**src/rtl/rx_surv_pkg.sv**
```systemverilog
// Package: trellis helpers shared by the survivor-path modules.
// Assumes a shift-register encoder whose state is {newest input, older inputs}.
package rx_surv_pkg;

    // Lowest-numbered predecessor feeding new state 'st' (memory 'mem').
    function automatic int rx_pred_base(input int st, input int mem);
        return (st % (1 << (mem - 1))) * 2;
    endfunction

    // Input bit that drives the trellis into state 'st'.
    function automatic int rx_append_bit(input int st, input int mem);
        return (st >> (mem - 1)) & 1;
    endfunction

endpackage

```
**src/rtl/rx_path_row.sv**
```systemverilog
// Module: one survivor register (one trellis state).
// On an accepted symbol it loads the chosen predecessor's history moved up one
// place, with this state's input bit in bit 0. It holds otherwise.
// Assumes cand0/cand1 carry the two predecessors' low DEPTH-1 bits.
module rx_path_row
    import rx_surv_pkg::*;
#(
    parameter int DEPTH = 11,
    parameter int MEM   = 2,
    parameter int STATE = 0
) (
    input  logic             clk,
    input  logic             rst_n,
    input  logic             sym_valid,
    input  logic             dec_bit,
    input  logic [DEPTH-2:0] cand0,
    input  logic [DEPTH-2:0] cand1,
    output logic [DEPTH-1:0] path_q
);
    localparam logic APPEND = 1'(rx_append_bit(STATE, MEM));

    logic [DEPTH-2:0] chosen;
    logic [DEPTH-1:0] path_d;

    // Select the surviving predecessor and append this state's bit.
    always_comb begin
        chosen = dec_bit ? cand1 : cand0;
        path_d = {chosen, APPEND};
    end

    // Survivor register: clear on reset, load on accepted symbol.
    always_ff @(posedge clk) begin
        if (!rst_n)
            path_q <= '0;
        else if (sym_valid)
            path_q <= path_d;
    end

    // idle cycles leave the register untouched
    a_r6_hold_when_idle: assert property (@(posedge clk) disable iff (!rst_n)
        !sym_valid |=> $stable(path_q));

    // the newest cell always carries this state's input bit
    a_r3_append_lsb: assert property (@(posedge clk) disable iff (!rst_n)
        sym_valid |=> path_q[0] == APPEND);

endmodule

```
**src/rtl/rx_fill_counter.sv**
```systemverilog
// Module: counts accepted symbols until the survivor registers are full.
// 'primed' is high when the current accepted symbol completes or follows the fill.
module rx_fill_counter #(
    parameter int DEPTH = 11
) (
    input  logic clk,
    input  logic rst_n,
    input  logic sym_valid,
    output logic primed
);
    localparam int CW = $clog2(DEPTH);
    localparam logic [CW-1:0] LAST = CW'(DEPTH - 1);

    logic [CW-1:0] cnt_q;

    // Saturating count of accepted symbols, capped at DEPTH-1.
    always_ff @(posedge clk) begin
        if (!rst_n)
            cnt_q <= '0;
        else if (sym_valid && cnt_q != LAST)
            cnt_q <= cnt_q + 1'b1;
    end

    // Registers are full once DEPTH-1 symbols precede the current one.
    always_comb primed = (cnt_q == LAST);

    // the fill count never runs past its cap
    a_r4_count_bounded: assert property (@(posedge clk) disable iff (!rst_n)
        cnt_q <= LAST);

    // an idle edge never advances the count
    a_r6_count_holds: assert property (@(posedge clk) disable iff (!rst_n)
        !sym_valid |=> $stable(cnt_q));

endmodule

```
**src/rtl/rx_out_select.sv**
```systemverilog
// Module: output stage. It registers the valid pulse and the best-state index,
// then reads the oldest cell of that state's (already updated) register.
module rx_out_select #(
    parameter int NUM_ST = 4,
    parameter int MEM    = 2
) (
    input  logic              clk,
    input  logic              rst_n,
    input  logic              sym_valid,
    input  logic              primed,
    input  logic [MEM-1:0]    best_state,
    input  logic [NUM_ST-1:0] oldest,
    output logic              dec_valid,
    output logic              dec_bit
);
    logic [MEM-1:0] best_q;

    // Capture the best index with each accepted symbol; pulse when full.
    always_ff @(posedge clk) begin
        if (!rst_n) begin
            best_q    <= '0;
            dec_valid <= 1'b0;
        end else begin
            dec_valid <= sym_valid && primed;
            if (sym_valid)
                best_q <= best_state;
        end
    end

    // Oldest cell of the selected state.
    always_comb dec_bit = oldest[best_q];

    // a decoded bit only follows an accepted symbol
    a_r4_valid_after_strobe: assert property (@(posedge clk) disable iff (!rst_n)
        dec_valid |-> $past(sym_valid));

endmodule

```
**src/rtl/rx_survivor_unit.sv**
```systemverilog
// Module: register-exchange survivor memory for a 2^MEM-state Viterbi decoder.
// It takes one decision bit per state and the best-state index per symbol, and
// emits the oldest bit of the best state's history. Metrics are external.
module rx_survivor_unit
    import rx_surv_pkg::*;
#(
    parameter int DEPTH = 11,
    parameter int MEM   = 2
) (
    input  logic                  clk,
    input  logic                  rst_n,
    input  logic                  sym_valid,
    input  logic [(1<<MEM)-1:0]   sel_dec,
    input  logic [MEM-1:0]        best_state,
    output logic                  dec_valid,
    output logic                  dec_bit
);
    localparam int NUM_ST = 1 << MEM;

    logic [DEPTH-1:0]  surv [NUM_ST];
    logic [NUM_ST-1:0] oldest;
    logic              primed;

    // One survivor row per state, wired to its two trellis predecessors.
    for (genvar s = 0; s < NUM_ST; s++) begin : g_row
        localparam int PB = rx_pred_base(s, MEM);
        rx_path_row #(.DEPTH(DEPTH), .MEM(MEM), .STATE(s)) u_row (
            .clk       (clk),
            .rst_n     (rst_n),
            .sym_valid (sym_valid),
            .dec_bit   (sel_dec[s]),
            .cand0     (surv[PB][DEPTH-2:0]),
            .cand1     (surv[PB+1][DEPTH-2:0]),
            .path_q    (surv[s])
        );
        assign oldest[s] = surv[s][DEPTH-1];
    end

    rx_fill_counter #(.DEPTH(DEPTH)) u_fill (
        .clk       (clk),
        .rst_n     (rst_n),
        .sym_valid (sym_valid),
        .primed    (primed)
    );

    rx_out_select #(.NUM_ST(NUM_ST), .MEM(MEM)) u_out (
        .clk        (clk),
        .rst_n      (rst_n),
        .sym_valid  (sym_valid),
        .primed     (primed),
        .best_state (best_state),
        .oldest     (oldest),
        .dec_valid  (dec_valid),
        .dec_bit    (dec_bit)
    );

    // with decision 0, state 0 extends its own history (predecessor 0)
    a_r2_state0_keeps_self: assert property (@(posedge clk) disable iff (!rst_n)
        (sym_valid && !sel_dec[0]) |=> surv[0][DEPTH-1:1] == $past(surv[0][DEPTH-2:0]));

    // with decision 1, the top state extends its own history
    a_r2_top_keeps_self: assert property (@(posedge clk) disable iff (!rst_n)
        (sym_valid && sel_dec[NUM_ST-1]) |=> surv[NUM_ST-1][DEPTH-1:1] == $past(surv[NUM_ST-1][DEPTH-2:0]));

endmodule

```
**config.mk**
```make
export PLATFORM = sky130hd
export DESIGN_NAME = rx_survivor_unit
export DESIGN_NICKNAME = d
export VERILOG_FILES = /design/src/rtl/rx_surv_pkg.sv /design/src/rtl/rx_path_row.sv /design/src/rtl/rx_fill_counter.sv /design/src/rtl/rx_out_select.sv /design/src/rtl/rx_survivor_unit.sv
export SDC_FILE = /design/constraint.sdc
export NUM_CORES = 1
export LEC_CHECK = 0
export BUFFER_PORTS_ARGS = -buffer_cell sky130_fd_sc_hd__buf_2
export CAP_MARGIN = 20
export CORE_MARGIN = 4
export CORE_UTILIZATION = 50
export CTS_BUF_LIST = sky130_fd_sc_hd__clkbuf_16
export CTS_CLUSTER_SIZE = 28
export DETAILED_ROUTE_END_ITERATION = 7
export GPL_ROUTABILITY_DRIVEN = 0
export GPL_TIMING_DRIVEN = 1
export PLACE_DENSITY = 0.67
export SLEW_MARGIN = 15
export SYNTH_ARGS = -nofsm -noshare
export SYNTH_HDL_FRONTEND = slang
export SYNTH_SLANG_ARGS = --single-unit
```
**constraint.sdc**
```tcl
create_clock -name clk -period 1.74 [get_ports clk]
set_input_delay 0.261 -clock clk [delete_from_list [all_inputs] [get_ports clk]]
set_output_delay 0.261 -clock clk [all_outputs]
set_load 0.01 [all_outputs]
```
==> flow_metrics.tcl, run 1 <==
set metrics [dict create \
    p_int_mw 1.741 \
    dp_cells 247 \
    synth_compound_area_frac 0.1931 \
    final_common_cell "dfxtp_1" \
    setup_viol 0 \
    p_clk_frac 0.380 \
    p_switching_uw 500.4 \
    combPwrFrac 0.103 \
    wire_per_inst_um 13.95 \
    core.rowCount 23 \
    drtIter0Drc 61 \
    post_cts_buffers 0 \
    synth_fa_ha_area_frac 0.01211 \
    fp.dieW_um 72.30 \
    synth-edff-count 0 \
    timing.rr.start "u_fill.cnt_q[0]" \
    start_kind "flip-flop" \
    fill_cells 337 \
    drt_wl_total_mm 3.543 \
    slew_headroom 0.7117 \
    synthSimpleGateAreaFrac 0.1211 \
    path_class "flip-flop to primary output" \
    grt_overflow 0 \
    cts_tree "yes" \
    hold_viol 0 \
    period_share 0.8742 \
    critical_path.startpoint "u_out.best_q[0]" \
    ys_seq_area_frac 0.4455 \
    finalMaxSlewViolations 0 \
    drt_first_pass_iters 4 \
    grt_pass1_vias 1377 \
    cts_max_path_buffers 2 \
    pwr-share-seq 0.516 \
    yosysWarnings 0 \
    rsz0062_at_grt "false" \
    io_pins 11 \
    status "finished, final reports clean" \
    die_h_um 72.30 \
    cts_buffers 5 \
    synth_top_family_by_area "compound AO/OA/AOI/OAI gates" \
    synthFlopType "dfxtp_1" \
    hold_start "best_state[0]" \
    root_buffer "clkbuf_16" \
    required_ns 1.48 \
    setup_tns_ns 0 \
    cp_data_arrival_time_ns 1.26 \
    dieArea_mm2 0.005227 \
    tightest_slew_ns 0.4325 \
    swShare 0.2233 \
    hold_path.class "primary input to flip-flop" \
    drv_cap 0 \
    antenna_found_initial 0 \
    port_buffers 10 \
    fin_total_pwr_mw 2.241 \
    clkLatencyLatePin_ns 0.28 \
    cts_sinks 46 \
    antenna_left 0 \
    grt_start_max_net_pins 48 \
    cts_resized 0 \
    vias_per_cell 5.516 \
    cp-end-kind "primary output" \
    layout-drive-gt1-share 0.09804 \
    power_leakage_nw 1.273 \
    num_vias 1401 \
    async_flop_share 0 \
    skew_ns 0.004638 \
    synth_cell_types 23 \
    fin_nets 215 \
    final_cells 254 \
    grt_use_total 0.1531 \
    holdBufCountCts 0 \
    htree_levels 2 \
    fmax_mhz 657.4 \
    netlist_area_mm2 0.002067 \
    dp_hpwl_mm 2.371 \
    syn2layout_area_growth_pct 9.988 \
    num_antenna_cells 0 \
    start_util 0.5167 \
    synth_mux_area_frac 0.1804 \
    cp_max_fo 2 \
    clk_pin_slew_worst_paths_ns 0.05 \
    synth_nets 213 \
    post-route-min-period_ns 1.521 \
    synth_xor_area_frac 0.004237 \
    postSynthAreaPerCell_um2 10.23 \
    core-area_mm2 0.004000 \
    final_cell_mix "46 x dfxtp_1, 38 x nand2_1, 35 x mux2i_1" \
    drc 0 \
    grt_pass1_wl_mm 6.299 \
    ys_seq_elements 46 \
    peakVddDrop_v 0.0006569 \
    powerDensity_mw_per_mm2 985.9 \
    postSynthCellCount 202 \
]
-- through the flow --
step,hold WS (ns),worst slack (ns),utilization,cell area [um2]
2_1_floorplan,0.4280,0.5650,-,2067
5_1_grt,0.2744,0.1929,0.5683,2273
3_5_place_dp,0.4547,0.4704,0.5352,2141
4_1_cts,0.2493,0.2146,0.5683,2273
6_report,0.2537,0.2189,0.5683,2273
3_3_place_gp,0.4352,0.5164,0.5352,2141
-- state kept, by name (all words and copies together), names as in the netlist --
register / flops
g_row.u_row.path_q: 39
u_out.best_q: 2
u_out.dec_valid: 1
u_fill.cnt_q: 4
-- synthesized netlist by cell type, types with 2 or more instances --
library cell | instances | share of area
ha_1 | 2 | 0.012
nand2_1 | 38 | 0.069
o211a_1 | 32 | 0.15
nor2b_1 | 2 | 0.0061
dfxtp_1 | 46 | 0.45
a21boi_1 | 7 | 0.025
buf_2 | 12 | 0.029
o21a_1 | 2 | 0.0073
nand2b_1 | 6 | 0.018
mux2i_1 | 35 | 0.17
nand3_1 | 4 | 0.0097
clkbuf_1 | 5 | 0.0091
-- worst max-delay path, stage by stage (launching register included) --
cell,delay (ns)
dfxtp_1,0.34
mux4_2,0.49
buf_2,0.15
-- area by class of cell --
class	count	area, um2	area share
Tap cell	50	62.56	0.02752
Timing Repair Buffer	13	97.59	0.04293
Multi-Input combinational cell	137	1056	0.4645
Inverter	1	3.754	0.001651
Clock inverter	2	7.507	0.003302
Sequential cell	46	920.9	0.4051
Clock buffer	5	125.1	0.05504
-- cells by family after synthesis --
kind of cell,Yosys count
AOI/OAI and AO/OA,42
xor gates and xnor gates,1
adders and majority gates,2
buffers and inverters,19
DFF,46
muxes,36
and+or+nand+nor,56
-- power groups by stage --
stage	logic (mW)	registers [mW]	clock network (mW)
CTS	0.235	1.16	0.883
global placement	0.225	1.18	0
floorplan	0.189	1.17	0
finish	0.231	1.16	0.853
detailed placement	0.233	1.18	0
global route	0.259	1.17	0.933
-- path summary, 6_finish.rpt --
check | cells after the start | slack [ns] | end
hold reg to reg | 1 | 0.46 | g_row[3].u_row.path_q[0]
setup / recovery | 2 | 0.22 | dec_bit
hold / removal | 3 | 0.25 | u_out.best_q[0]
setup reg to reg | 5 | 0.46 | u_fill.cnt_q[2]
-- per-layer routing --
| metal | GRT usage | vias up | routed length [um] |
|---|---|---|---|
| met1 | 0.2002 | 663 | 1685 |
| li1 | - | 720 | - |
| met3 | 0.04986 | 6 | 109 |
| met4 | 0.03758 | 0 | 41 |
| met2 | 0.2447 | 12 | 1706 |
| met5 | 0 | - | 0 |
(Power assumes the default switching activity.)
==> run 2, diff against run 1 <==
Settings changed: SETUP_SLACK_MARGIN from default to 0.5.
==> flow_metrics.tcl, run 2 (synthesized netlist as in run 1, its figures left out) <==
set metrics [dict create \
    drt_wl_total_mm 3.592 \
    core.rowCount 23 \
    combPwrFrac 0.107 \
    setup_viol 0 \
    p_clk_frac 0.378 \
    top_register "g_row.u_row.path_q" \
    path_class "flip-flop to primary output" \
    cp_slowest_cell "mux4_2" \
    final_common_cell "dfxtp_1" \
    cp-end-kind "primary output" \
    power_leakage_nw 1.293 \
    fin_util 0.5784 \
    core-area_mm2 0.004000 \
    dieArea_mm2 0.005227 \
    grt_pass1_vias 1377 \
    rrSetupSlack_ns 0.55 \
    p_int_mw 1.748 \
    holdBufCountCts 0 \
    powerDensity_mw_per_mm2 973.5 \
    fin_total_pwr_mw 2.252 \
    vias_per_cell 5.576 \
    cp_data_arrival_time_ns 1.24 \
    tightest_slew_ns 0.4295 \
    cp_max_fo 2 \
    fmax_mhz 668.3 \
    layout-drive-gt1-share 0.1415 \
    grt_start_max_net_pins 48 \
    num_antenna_cells 0 \
    slew_headroom 0.7137 \
    clkLatencyLatePin_ns 0.28 \
    peakVddDrop_v 0.0006561 \
    worst-path-stages 2 \
    htree_levels 2 \
    die_h_um 72.30 \
    pwr-share-seq 0.515 \
    r2r_cells 5 \
    p_switching_uw 504.4 \
    rsz0062_at_grt "true" \
    swShare 0.2240 \
    syn2layout_area_growth_pct 11.93 \
    hold_start "best_state[0]" \
    cts_max_path_buffers 2 \
    r2r_end "u_fill.cnt_q[2]" \
    hold_viol 0 \
    fin_nets 216 \
    cts_sinks 46 \
    crit_path_cell_trace "mux4_2, buf_2" \
    antenna_found_initial 0 \
    port_buffers 10 \
    drt_first_pass_iters 4 \
    cp.buffers_inverters 1 \
    grt_pass1_wl_mm 6.299 \
    required_ns 1.48 \
    antenna_left 0 \
    drc 0 \
    fp.dieW_um 72.30 \
    cts_buffers 5 \
    start_kind "flip-flop" \
    hold_depth 3 \
    skew_ns 0.005158 \
    dp_hpwl_mm 2.371 \
    finalMaxSlewViolations 0 \
    clk_pin_slew_worst_paths_ns 0.05 \
    setup_tns_ns 0 \
    post-route-min-period_ns 1.496 \
    final_cells 255 \
    wire_per_inst_um 14.09 \
    final_cell_mix "43 x dfxtp_1, 37 x nand2_1, 35 x mux2i_1" \
    dp_cells 247 \
    cts_tree "yes" \
    worst_path_dominant_cell_family "multiplexers" \
    status "finished, final reports clean" \
    top_regs "g_row.u_row.path_q (39), u_fill.cnt_q (4), u_out.best_q (2)" \
    start_util 0.5167 \
    min_to "u_out.best_q[0]" \
    num_vias 1422 \
    drtIter0Drc 66 \
    hold_ws_ns 0.2541 \
    largest_reg_flops 39 \
    slowest_delay_ns 0.48 \
    drv_cap 0 \
    root_buffer "clkbuf_16" \
    grt_use_total 0.1531 \
    io_pins 11 \
    period_share 0.8599 \
    grt_overflow 0 \
    hold_path.class "primary input to flip-flop" \
    timing.rr.start "u_fill.cnt_q[0]" \
]
-- run 2: changes by cell type in the layout (fill, tap and decap cells not counted), sizes merged --
cell,before,now
buf,13,14
-- run 2: worst register-to-register path: cells and delay by family (launching register included) --
family,cells,cell delay (ns)
adder cells (fa/ha/maj),1,0.15
AO/OA/AOI/OAI,1,0.13
flip-flops,1,0.35
AND/OR/NAND/NOR,2,0.43
buffers and inverters,1,0.06
-- run 2: timing repair --
| action | in CTS | in global routing |
|---|---|---|
| setup endpoints to repair | 2 | 3 |
| setup buffers | 0 | 1 |
| pin swaps | 0 | 2 |
| gates resized for setup | 3 | 8 |
-- run 2: worst max path at each step --
stage | start | to | slack, ns
after floorplan | u_fill.cnt_q[0] | u_fill.cnt_q[2] | 0.57
after global placement | u_out.best_q[0] | dec_bit | 0.52
after detailed placement | u_fill.cnt_q[0] | u_fill.cnt_q[2] | 0.47
after CTS | u_out.best_q[0] | dec_bit | 0.24
after global routing | u_out.best_q[0] | dec_bit | 0.22
final | u_out.best_q[0] | dec_bit | 0.24
-- run 2: power groups by stage --
stage / clock network, mW / registers [mW] / logic, mW
CTS: 0.883 / 1.16 / 0.236
detailed placement: 0 / 1.18 / 0.233
global route: 0.933 / 1.17 / 0.269
global placement: 0 / 1.18 / 0.225
floorplan: 0 / 1.17 / 0.189
finish: 0.852 / 1.16 / 0.240
-- run 2: area by class of cell --
type	count	area (um2)
Fill cell	334	1687
Multi-Input combinational cell	137	1082
Sequential cell	46	927.1
Clock buffer	5	125.1
Timing Repair Buffer	14	105.1
Tap cell	50	62.56
Clock inverter	2	7.507
Inverter	1	3.754
-- run 2: metrics by stage --
step | setup WS, ns | instance area [um2]
2_1_floorplan | 0.5650 | 2067
3_3_place_gp | 0.5164 | 2141
3_5_place_dp | 0.4704 | 2141
4_1_cts | 0.2372 | 2278
5_1_grt | 0.2196 | 2313
6_report | 0.2438 | 2313
-- run 2: routing by layer --
| metal | vias to the layer above | GRT usage | part of all wire | wire [um] |
|---|---|---|---|---|
| li1 | 726 | - | - | - |
| met1 | 681 | 0.2002 | 0.48 | 1718 |
| met2 | 9 | 0.2447 | 0.48 | 1726 |
| met3 | 6 | 0.04986 | 0.030 | 106 |
| met4 | 0 | 0.03758 | 0.011 | 41 |
| met5 | - | 0 | 0 | 0 |
